<file path="src/rtl/pec_pkg.sv">
package pec_pkg;

    localparam int CRC_W = 8;

    typedef logic [CRC_W-1:0] crc_t;

    typedef enum logic [1:0] {
        RX_IDLE,
        RX_ARMED,
        RX_CHECK
    } rx_state_e;

    typedef struct packed {
        logic stb;
        logic nack;
        logic chk;
    } rx_verdict_t;

    function automatic crc_t crc_step(input crc_t cur, input logic din, input crc_t p);
        logic fb;
        fb = cur[CRC_W-1] ^ din;
        return {cur[CRC_W-2:0], 1'b0} ^ (fb ? p : '0);
    endfunction

endpackage

</file>
<file path="src/rtl/pec_crc_core.sv">
module pec_crc_core
    import pec_pkg::*;
#(
    parameter crc_t CRC_INIT = '0
) (
    input  logic clk,
    input  logic rst,
    input  logic start_det,
    input  logic calc_en,
    input  crc_t poly,
    input  logic bit_stb,
    input  logic bit_val,
    input  logic arb_lost,
    output crc_t crc_q,
    output logic valid_q
);

    always_ff @(posedge clk) begin
        if (rst || start_det) begin
            crc_q   <= CRC_INIT;
            valid_q <= 1'b1;
        end else begin
            if (calc_en && bit_stb)
                crc_q <= crc_step(crc_q, bit_val, poly);
            if (arb_lost)
                valid_q <= 1'b0;
        end
    end

    // START restores the initial CRC and validity
    a_r1_start_clears: assert property (@(posedge clk) disable iff (rst)
        start_det |=> (crc_q == CRC_INIT) && valid_q);

    // no update while calculation is off
    a_r3_hold_when_off: assert property (@(posedge clk) disable iff (rst)
        (!calc_en && !start_det) |=> $stable(crc_q));

    // arbitration loss spoils the CRC until START
    a_r11_arb_invalid: assert property (@(posedge clk) disable iff (rst)
        (arb_lost && !start_det) |=> !valid_q);

    a_r11_invalid_sticky: assert property (@(posedge clk) disable iff (rst)
        (!valid_q && !start_det) |=> !valid_q);

endmodule

</file>
<file path="src/rtl/pec_tx_ctrl.sv">
module pec_tx_ctrl
    import pec_pkg::*;
(
    input  logic clk,
    input  logic rst,
    input  logic start_det,
    input  logic calc_en,
    input  logic dir_tx,
    input  logic chk_req,
    input  logic dma_eot,
    input  logic byte_end,
    input  crc_t crc_in,
    output logic chk_load,
    output crc_t chk_byte
);

    logic pend_q;
    logic req_now;
    logic armed;

    assign req_now = calc_en && dir_tx && (chk_req || dma_eot);
    assign armed   = pend_q || req_now;

    always_ff @(posedge clk) begin
        if (rst || start_det) begin
            pend_q   <= 1'b0;
            chk_load <= 1'b0;
            chk_byte <= '0;
        end else begin
            chk_load <= byte_end && armed;
            if (byte_end && armed) begin
                chk_byte <= crc_in;
                pend_q   <= 1'b0;
            end else if (req_now) begin
                pend_q <= 1'b1;
            end
        end
    end

    // check byte is handed over only right after a boundary
    a_r5_load_on_boundary: assert property (@(posedge clk) disable iff (rst)
        chk_load |-> $past(byte_end));

    // a pending request is consumed by the boundary
    a_r5_pend_consumed: assert property (@(posedge clk) disable iff (rst)
        (byte_end && pend_q && !start_det) |=> chk_load && !pend_q);

endmodule

</file>
<file path="src/rtl/pec_rx_ctrl.sv">
module pec_rx_ctrl
    import pec_pkg::*;
(
    input  logic clk,
    input  logic rst,
    input  logic start_det,
    input  logic calc_en,
    input  logic dir_tx,
    input  logic role_master,
    input  logic chk_req,
    input  logic dma_eot,
    input  logic dma_eot_m1,
    input  logic last_xfer,
    input  logic byte_end,
    input  crc_t crc_in,
    input  logic crc_valid,
    output logic ack_stb,
    output logic nack,
    output logic chk_err,
    output logic dma_req
);

    rx_state_e   state_q, state_d;
    rx_verdict_t verdict;
    logic        rx_mode, arm, final_q, final_set, final_now, is_chk, mism;

    assign rx_mode   = !dir_tx;
    assign arm       = calc_en && rx_mode && (chk_req || dma_eot_m1);
    assign final_set = dma_eot && last_xfer && rx_mode && role_master;
    assign final_now = final_q || final_set;
    assign is_chk    = (state_q == RX_CHECK);
    // a matching check byte brings the running CRC back to zero
    assign mism      = (crc_in != '0) || !crc_valid;

    always_comb begin
        state_d = state_q;
        case (state_q)
            RX_IDLE:  if (arm) state_d = byte_end ? RX_CHECK : RX_ARMED;
            RX_ARMED: if (byte_end) state_d = RX_CHECK;
            RX_CHECK: if (byte_end) state_d = RX_IDLE;
            default:  state_d = RX_IDLE;
        endcase
    end

    always_comb begin
        verdict.stb  = byte_end && rx_mode;
        verdict.chk  = verdict.stb && is_chk;
        verdict.nack = verdict.stb &&
                       (role_master ? (is_chk || final_now) : (is_chk && mism));
    end

    always_ff @(posedge clk) begin
        if (rst || start_det) begin
            state_q <= RX_IDLE;
            final_q <= 1'b0;
            ack_stb <= 1'b0;
            nack    <= 1'b0;
            dma_req <= 1'b0;
            chk_err <= 1'b0;
        end else begin
            state_q <= state_d;
            ack_stb <= verdict.stb;
            nack    <= verdict.nack;
            dma_req <= verdict.chk;
            if (verdict.chk && mism)
                chk_err <= 1'b1;
            if (byte_end)
                final_q <= 1'b0;
            else if (final_set)
                final_q <= 1'b1;
        end
    end

    // acknowledge decisions only after a receive boundary
    a_r13_ack_after_boundary: assert property (@(posedge clk) disable iff (rst)
        ack_stb |-> ($past(byte_end) && !$past(dir_tx)));

    // DMA request only together with an acknowledge strobe
    a_r10_dma_with_ack: assert property (@(posedge clk) disable iff (rst)
        dma_req |-> ack_stb);

    // master-receive always NACKs the check byte
    a_r9_master_nacks_check: assert property (@(posedge clk) disable iff (rst)
        (dma_req && $past(role_master)) |-> nack);

    // error flag is sticky until START
    a_r8_err_sticky: assert property (@(posedge clk) disable iff (rst)
        (chk_err && !start_det) |=> chk_err);

endmodule

</file>
<file path="src/rtl/bus_pec_engine.sv">
module bus_pec_engine
    import pec_pkg::*;
#(
    parameter crc_t CRC_INIT = '0
) (
    input  logic             clk,
    input  logic             rst,
    input  logic             calc_en,
    input  logic [CRC_W-1:0] poly,
    input  logic             start_det,
    input  logic             bit_stb,
    input  logic             bit_val,
    input  logic             byte_end,
    input  logic             dir_tx,
    input  logic             role_master,
    input  logic             chk_req,
    input  logic             dma_eot,
    input  logic             dma_eot_m1,
    input  logic             last_xfer,
    input  logic             arb_lost,
    output logic [CRC_W-1:0] crc_value,
    output logic             crc_valid,
    output logic             chk_load,
    output logic [CRC_W-1:0] chk_byte,
    output logic             chk_err,
    output logic             ack_stb,
    output logic             nack,
    output logic             dma_req
);

    crc_t crc_w;
    logic valid_w;

    pec_crc_core #(.CRC_INIT(CRC_INIT)) u_core (
        .clk       (clk),
        .rst       (rst),
        .start_det (start_det),
        .calc_en   (calc_en),
        .poly      (poly),
        .bit_stb   (bit_stb),
        .bit_val   (bit_val),
        .arb_lost  (arb_lost),
        .crc_q     (crc_w),
        .valid_q   (valid_w)
    );

    pec_tx_ctrl u_tx (
        .clk       (clk),
        .rst       (rst),
        .start_det (start_det),
        .calc_en   (calc_en),
        .dir_tx    (dir_tx),
        .chk_req   (chk_req),
        .dma_eot   (dma_eot),
        .byte_end  (byte_end),
        .crc_in    (crc_w),
        .chk_load  (chk_load),
        .chk_byte  (chk_byte)
    );

    pec_rx_ctrl u_rx (
        .clk         (clk),
        .rst         (rst),
        .start_det   (start_det),
        .calc_en     (calc_en),
        .dir_tx      (dir_tx),
        .role_master (role_master),
        .chk_req     (chk_req),
        .dma_eot     (dma_eot),
        .dma_eot_m1  (dma_eot_m1),
        .last_xfer   (last_xfer),
        .byte_end    (byte_end),
        .crc_in      (crc_w),
        .crc_valid   (valid_w),
        .ack_stb     (ack_stb),
        .nack        (nack),
        .chk_err     (chk_err),
        .dma_req     (dma_req)
    );

    assign crc_value = crc_w;
    assign crc_valid = valid_w;

endmodule

</file>
<file path="config.mk">
export PLATFORM = sky130hd
export DESIGN_NAME = bus_pec_engine
export DESIGN_NICKNAME = d
export VERILOG_FILES = /design/src/rtl/pec_pkg.sv /design/src/rtl/pec_crc_core.sv /design/src/rtl/pec_tx_ctrl.sv /design/src/rtl/pec_rx_ctrl.sv /design/src/rtl/bus_pec_engine.sv
export SDC_FILE = /design/constraint.sdc
export NUM_CORES = 1
export LEC_CHECK = 0
export ABC_AREA = 1
export BUFFER_PORTS_ARGS = -buffer_cell sky130_fd_sc_hd__buf_2
export CORE_UTILIZATION = 30
export DETAILED_ROUTE_END_ITERATION = 8
export PLACE_DENSITY = 0.52
export SLEW_MARGIN = 20
export SYNTH_ARGS = -nofsm -noshare
export SYNTH_HDL_FRONTEND = slang
export SYNTH_SLANG_ARGS = --single-unit
</file>
<file path="constraint.sdc">
create_clock -name clk -period 1.85 [get_ports clk]
set_input_delay 0.185 -clock clk [delete_from_list [all_inputs] [get_ports clk]]
set_output_delay 0.185 -clock clk [all_outputs]
set_load 0.1 [all_outputs]
</file>
==> flow_summary.toml <==
[clock_tree]
root_buffer = "clkbuf_8"
clk_pin_slew_ps = 80
clock-sinks = 26
numCtsBuffers = 3
post_cts_buffers = 0
cts_buffer_depth = 2
cts_tree = "yes"
htreeDepth = 1
hold_buffers = 0
clock_latency_ps = 260
ctsResizeCount = 0

[run]
max_cap_violations = 0

[global_routing]
grt_pass1_wl_mm = 4.93
grt_pass1_vias = 1082
grt_max_degree = 22
antenna_found_initial = 0
globalRouteTotalUtil_pct = 14.6
gr-total-overflow = 0

[routing]
viasPerCell = 4.61
drt_iter0_markers = 34
routedWlPerCell_um = 11.2
drc = 0
ant_nets = 0
firstDrtPassIters = 4
finalWirelength_mm = 2.88
vias = 1189

[logic_synthesis]
synth_top_area_cell = "dfxtp_1"
synthTopCellsByArea = "dfxtp_1 42%, nand2_1 11%, nand3_1 9.7%"
synthMuxAreaShare_pct = 0
synth_fa_ha_area_share_pct = 0
synth-seq-area-share_pct = 42.2
syn-cell-area_sq_um = 1230
synth-simple-area-share_pct = 37.0
synth-seq-cells = 26
synth_top_family_by_area = "simple AND/OR/NAND/NOR gates"
syn-instance-count = 170
ys_types = 21
synth_xor_area_share_pct = 0
synth-compound-area-share_pct = 7.21
yosys_warnings = 0
synth_top_area_share_pct = 42.2
synth.avg_cell_area_sq_um = 7.25
syn_nets = 192

[worst_setup_path]
path_buf_inv = 1
reg2reg_depth = 5
start_kind = "register"
rr_endpoint = "u_core.crc_q[4]"
cpMaxStageDelayCell = "buf_2"
r2r_start = "u_core.crc_q[7]"
rrSetupSlack_ps = 690
critPathMaxStageDelay_ps = 480
critPathRequiredTime_ps = 1660
worst-path-stages = 1
cp_top_family = "buffers and inverters"
worstSetupPathType = "register to primary output"
worstPathMaxFanout = 6
critPathLaunch = "u_core.crc_q[2]"
worst_ep_arrival_time_ps = 1210
cp_cell_sequence = "buf_2"
end_kind = "primary output"
crit_end = "crc_value[2]"

[floorplan]
core.rowCount = 22
initial_utilization_pct = 32.4
io_pins = 44
floorplan.die_area_sq_um = 4370
core_sq_um = 3800
dieWidth_um = 66.1
die_height_um = 66.1

[cells_and_area]
final_cell_mix = "43 x buf_2, 35 x nand2_1, 30 x inv_1"
finalNonFillerCells = 258
final_nets = 234
antenna_cells = 0
drive_gt1_share_pct = 26.7
layout_commonest_cell = "buf_2"
syn2layout_area_growth_pct = 23.1
fin_util_pct = 40.0

[status]
status = "complete, no violations"

[sta]
worst_pin_slew_ps = 492
fmax_mhz = 719
setup_viol = 0
post-route-period-util_pct = 75.1
max-slew-margin-rel_pct = 67.4
rsz0062_at_grt = "false"
fin_crit_ps = 1390
setup_tns_ps = 0
maxSlewViolCount = 0
hold_viol = 0
skew_ps = 1.90

[worst_hold_path]
min_path_type = "input port to register"
holdPathStages = 2

[place]
numPortBuffers = 43
dpl.cell_count = 255
gp_congestion = 0.704
dp_hpwl_mm = 2.15

[pwr]
ir_worst_vdd_uv = 398
p_per_area_nw_per_um2 = 715
power_leakage_nw = 0.847
cells by family (layout without fill, tap and decap cells):
family,Yosys count,count (layout)
AND/OR/NAND/NOR,91,91
buffers and inverters,38,78
flip-flops,26,26
AO/OA/AOI/OAI,15,15
routing by layer:
layer / vias up / GRT usage (%) / part of all wire [%] / wire, um
li1: 633 / - / - / -
met1: 526 / 19.4 / 51 / 1450
met2: 28 / 24.0 / 44 / 1260
met3: 2 / 3.97 / 5.4 / 155
met4: 0 / 2.39 / 0.28 / 8
met5: - / 0 / 0 / 0
flip-flops by register name, summed over array words and instances (netlist names):
signal,flops
u_rx.nack,1
u_rx.chk_err,1
u_tx.chk_load,1
u_tx.chk_byte,8
u_rx.dma_req,1
u_core.crc_q,8
u_rx.final_q,1
u_tx.pend_q,1
u_rx.state_q,2
u_core.valid_q,1
u_rx.ack_stb,1
synth_stat cells:
| cell | n |
|---|---|
| inv_1 | 30 |
| nand2_4 | 2 |
| nor3_2 | 1 |
| and3_1 | 1 |
| nor2_2 | 1 |
| o21bai_4 | 1 |
| nand3_1 | 24 |
| nor3_1 | 2 |
| nand4_1 | 16 |
| o21ai_0 | 11 |
| clkbuf_1 | 1 |
| nor2_1 | 6 |
| a21oi_1 | 3 |
| nand3_2 | 2 |
| inv_2 | 1 |
| nand2_2 | 1 |
| nand2_1 | 35 |
| buf_4 | 2 |
| dfxtp_1 | 26 |
| buf_2 | 2 |
| buf_6 | 2 |
power breakdown:
part | internal [mW] | switching, mW | leakage [nW]
clock network | 0.146 | 0.167 | 0.0216
logic | 0.0545 | 0.137 | 0.615
registers | 0.569 | 0.0115 | 0.211
total | 0.769 | 0.315 | 0.847
metrics by stage:
| stage | hold slack [ps] | area (sq um) | power [mW] | setup slack [ps] |
|---|---|---|---|---|
| after floorplan | 254 | 1230 | 0.735 | 95.0 |
| after global placement | 382 | 1480 | 0.785 | 664 |
| after detailed placement | 383 | 1480 | 0.785 | 648 |
| after CTS | 94.5 | 1520 | 1.10 | 443 |
| after global routing | 90.3 | 1520 | 1.14 | 389 |
| final | 98.7 | 1520 | 1.08 | 460 |
worst min-delay path by stage:
| stage | startpoint | end | slack (ps) |
|---|---|---|---|
| 5_1_grt | start_det | u_tx.chk_load | 90 |
| 6_report | start_det | u_tx.chk_load | 100 |
| 3_5_place_dp | start_det | u_tx.chk_load | 380 |
| 4_1_cts | start_det | u_tx.chk_load | 90 |
| 2_1_floorplan | start_det | u_tx.chk_load | 250 |
| 3_3_place_gp | start_det | u_tx.chk_load | 380 |
final cells by class:
| cell class | count | area [sq um] |
|---|---|---|
| clock buffers | 3 | 41.3 |
| well taps | 48 | 60.1 |
| inverters | 31 | 116 |
| flip-flops and latches | 26 | 520 |
| repair buffers | 44 | 235 |
| fillers | 424 | 2280 |
| multi-input cells | 106 | 544 |
Note: power is estimated with default switching activity, not from simulation.
